[src/rtl/rw_dir_arbiter.sv]
module rw_dir_arbiter #(
  parameter int WQ_DEPTH = 64,
  parameter int RQ_DEPTH = 32,
  parameter int HI_PCT   = 85,
  parameter int LO_PCT   = 50,
  parameter int MIN_WR   = 16,
  parameter int WTR_CYC  = 6,
  parameter int RTW_CYC  = 2,
  localparam int RCW = $clog2(RQ_DEPTH + 1),
  localparam int WCW = $clog2(WQ_DEPTH + 1)
) (
  input  logic           clk,
  input  logic           rst_n,
  input  logic [RCW-1:0] rd_cnt,
  input  logic [WCW-1:0] wr_cnt,
  input  logic           burst_done,
  output logic           wr_dir,
  output logic           grant_rdy
);

  localparam int HI_TH = (WQ_DEPTH * HI_PCT + 99) / 100;
  localparam int LO_TH = (WQ_DEPTH * LO_PCT + 99) / 100;
  localparam int TMAX  = (WTR_CYC > RTW_CYC) ? WTR_CYC : RTW_CYC;
  localparam int TW    = $clog2(TMAX + 2);
  localparam int MCW   = $clog2(MIN_WR + 2);

  logic [TW-1:0]  turn;
  logic [MCW-1:0] wcnt;

  wire idle   = (turn == '0);
  wire at_hi  = ({1'b0, wr_cnt} >= (WCW+1)'(HI_TH));
  wire at_lo  = ({1'b0, wr_cnt} >= (WCW+1)'(LO_TH));
  wire rd_mt  = (rd_cnt == '0);
  wire wr_mt  = (wr_cnt == '0);
  wire min_ok = (wcnt >= MCW'(MIN_WR));

  wire go_wr = !wr_dir && idle && (at_hi || (rd_mt && at_lo));
  wire go_rd = wr_dir && idle && (wr_mt || (min_ok && !rd_mt && !at_lo));

  assign grant_rdy = idle;

  always_ff @(posedge clk) begin
    if (!rst_n) begin
      wr_dir <= 1'b0;
      turn   <= '0;
      wcnt   <= '0;
    end else if (go_wr) begin
      wr_dir <= 1'b1;
      turn   <= TW'(RTW_CYC);
      wcnt   <= '0;
    end else if (go_rd) begin
      wr_dir <= 1'b0;
      turn   <= TW'(WTR_CYC);
      wcnt   <= '0;
    end else if (!idle) begin
      turn <= turn - 1'b1;
    end else if (wr_dir && burst_done && !min_ok) begin
      wcnt <= wcnt + 1'b1;
    end
  end

  p_force_write_r2: assert property (@(posedge clk) disable iff (!rst_n)
    (!wr_dir && grant_rdy && at_hi) |=> wr_dir);

  p_min_writes_r6: assert property (@(posedge clk) disable iff (!rst_n)
    (wr_dir && grant_rdy && !min_ok && !wr_mt) |=> wr_dir);

  p_empty_waiver_r7: assert property (@(posedge clk) disable iff (!rst_n)
    (wr_dir && grant_rdy && wr_mt) |=> !wr_dir);

  p_frozen_turn_r9: assert property (@(posedge clk) disable iff (!rst_n)
    !grant_rdy |=> (wr_dir == $past(wr_dir)));

  p_turn_bound_r5: assert property (@(posedge clk) disable iff (!rst_n)
    turn <= TW'(TMAX));

  generate
    if (RTW_CYC > 0) begin : g_rtw_chk
      p_rtw_block_r4: assert property (@(posedge clk) disable iff (!rst_n)
        $rose(wr_dir) |-> !grant_rdy);
    end
    if (WTR_CYC > 0) begin : g_wtr_chk
      p_wtr_block_r5: assert property (@(posedge clk) disable iff (!rst_n)
        $fell(wr_dir) |-> !grant_rdy);
    end
  endgenerate

endmodule

[config.mk]
export PLATFORM = sky130hd
export DESIGN_NAME = rw_dir_arbiter
export DESIGN_NICKNAME = d
export VERILOG_FILES = /design/src/rtl/rw_dir_arbiter.sv
export SDC_FILE = /design/constraint.sdc
export NUM_CORES = 1
export LEC_CHECK = 0
export BUFFER_PORTS_ARGS = -buffer_cell sky130_fd_sc_hd__buf_2
export CAP_MARGIN = 10
export CORE_AREA = 2 2 39 41
export DETAILED_ROUTE_END_ITERATION = 8
export DIE_AREA = 0 0 41 43
export GPL_TIMING_DRIVEN = 0
export PLACE_DENSITY = 0.82
export SYNTH_ARGS = -nofsm -noshare
export SYNTH_HDL_FRONTEND = slang
export SYNTH_SLANG_ARGS = --single-unit
export TNS_END_PERCENT = 5
[constraint.sdc]
create_clock -name clk -period 1.8 [get_ports clk]
set_input_delay 0.27 -clock clk [delete_from_list [all_inputs] [get_ports clk]]
set_output_delay 0.27 -clock clk [all_outputs]
set_load 0.01 [all_outputs]
==> flow_summary.toml <==
[outcome]
status = "complete, no violations"

[global_routing]
grt_use_total_pct = 15.3
grt_pass1_vias = 430
antenna_found_initial = 0
grt-ovfl-total = 0
grt_max_degree = 9
grt_first_pass_wirelength_mm = 1.77

[pwr]
pwr-share-seq_pct = 38.1
total_power_mw = 0.666
powerDensity_mw_per_mm2 = 919
p_leak_nw = 0.310
combPwrFrac_pct = 38.1
p_clk_share_pct = 23.8
internal_power_mw = 0.426
swShare_pct = 36.1
power.switching_mw = 0.241
vdd_ir_drop_max_mv = 0.607

[worst_setup_path]
endpoint_kind = "register"
critPathMaxFanout = 8
critPathArrivalTime_ns = 1.84
cp-start-kind = "register"
ff2ff_setup_slack_ns = 0.15
crit_required_ns = 1.99
crit_type = "reg2reg"
cp-startpoint = "turn[0]$_SDFFE_PP0P_"
worstReg2RegStart = "turn[0]$_SDFFE_PP0P_"

[detailed_routing]
drt_pre_antenna_iters = 4
dr_total_vias = 490
wl_per_cell_um = 11.1
drt_iter0_markers = 5
detail_route.wirelength_mm = 1.07
viasPerCell = 5.10
ant_nets = 0
drcViolationCount = 0

[cts]
cts_hold_buf = 0
cts.root.buffer_cell = "clkbuf_4"
clkSinkCount = 9
cts.path.max_buffers = 2
cts_buffers = 3
htreeDepth = 1
tritoncts = "done"
clkTransAtPathRegs_ns = 0.06
insertion_delay_ns = 0.26

[hold_path]
min_path_type = "in2reg"
min_from = "rst_n"

[timing]
clock_skew_ns = 0.00231
rsz0062_at_grt = "false"
finalCritPeriodShare_pct = 91.8
hold_violations = 0
fin_crit_ns = 1.65
maxSlewHeadroom_pct = 83.3
worstMarginPinSlew_ns = 0.247
fin_tns_setup_ns = 0
slew_viol_final = 0
fmax_mhz = 605
setup_slack_ns = 0.148
setup_viol = 0

[final_layout]
n_antenna_cell = 0
mostFrequentLayoutCells = "buf_2 (18), dfxtp_1 (9), inv_1 (7)"
fin_util_pct = 52.4
nNetsFinal = 101
syn_to_final_growth_pct = 22.7
drive_gt1_share_pct = 47.5
fin_cells = 96
final_common_cell = "buf_2"

[yosys]
yosys_warnings = 0
synthDistinctLibCells = 29
ys.flop_type = "dfxtp_1"
synth_edf_count = 0
syn_area_um2 = 591
synth_area_per_cell_um2 = 10.0
ys_seq_area_share_pct = 30.5
ys_seq_elements = 9
netlist_instances = 59
async_reset_ff_share_pct = 0
syn_nets = 79

[placed_design]
gp_congestion = 0.733
place_ws_ns = 0.122
dpl.cell_count = 92
portBuffers = 17
dp_hpwl_um = 844

[floorplanning]
die_h_um = 43
dieArea_mm2 = 0.00176
start_util_pct = 42.7
row_count = 14
core_area_mm2 = 0.00138
num_io_pins = 18
die_w_um = 41

[job]
maxCapViolCount = 0
## synthesized netlist by cell type, types with 2 or more instances
master | n | area (um^2)
nand3_1 | 3 | 15.0
a21oi_1 | 3 | 15.0
ha_1 | 4 | 50.1
xor2_1 | 3 | 26.3
dfxtp_1 | 9 | 180
nor2_1 | 2 | 7.51
inv_1 | 7 | 26.3
nor3_2 | 6 | 60.1
or2_2 | 2 | 12.5
## final cells by class
cell class,instances,area [um^2]
Buffer,1,5.00
Clock buffer,4,26.3
Fill cell,128,659
Inverter,7,26.3
Multi-Input combinational cell,42,382
Sequential cell,9,180
Tap cell,16,20.0
Timing Repair Buffer,17,85.1
## state kept, by name, summed over array words and instances, names as in the netlist
name    flops
turn        3
wr_dir      1
wcnt        5
## stage by stage
step           area [um^2]  hold WS [ns]
2_1_floorplan          591         0.451
5_1_grt                724         0.314
6_report               724         0.290
4_1_cts                722         0.285
3_5_place_dp           696         0.513
3_3_place_gp           696         0.505
## worst paths after layout
| path | end | depth (start not counted) |
|---|---|---|
| worst max-delay path | turn[1]$_SDFFE_PN0P_ | 6 |
| worst min-delay path | wr_dir$_SDFFE_PN0P_ | 3 |
| worst max register to register | turn[1]$_SDFFE_PN0P_ | 6 |
| worst min register to register | wr_dir$_SDFFE_PN0P_ | 2 |
## layer usage
layer,global-route usage [%],share of wire [%]
met5,0,0
met4,6.00,1.3
met3,7.85,6.4
met2,22.8,49
met1,18.0,43
## kinds of logic (layout without fill, tap and decap cells)
kind of cell,Yosys count,count (layout),share of synthesized area (%)
multiplexers,1,1,1.69
XOR/XNOR,4,4,5.93
buffers and inverters,8,29,5.30
AO/OA/AOI/OAI,10,10,17.8
flip-flops,9,9,30.5
adder cells (fa/ha/maj),4,4,8.47
AND/OR/NAND/NOR,23,23,30.3
## power by group through the flow
stage / Combinational, mW / Clock, mW / Sequential, mW
finish: 0.254 / 0.158 / 0.254
global route: 0.286 / 0.172 / 0.257
CTS: 0.249 / 0.163 / 0.253
detailed placement: 0.248 / 0 / 0.257
global placement: 0.241 / 0 / 0.255
floorplan: 0.183 / 0 / 0.254
## repair_timing
| item | CTS | global route |
|---|---|---|
| setup endpoints to repair | 0 | 3 |
| buffers inserted | 0 | 0 |
| gates resized for setup | 0 | 1 |
## worst max-delay path: stages, from the launching register on
cell	delay, ns
dfxtp_1	0.34
nor2_1	0.15
ha_2	0.28
and4bb_2	0.30
nand3_1	0.17
and2_4	0.20
a41oi_2	0.14
No activity file was read; power rests on OpenSTA's default activity.
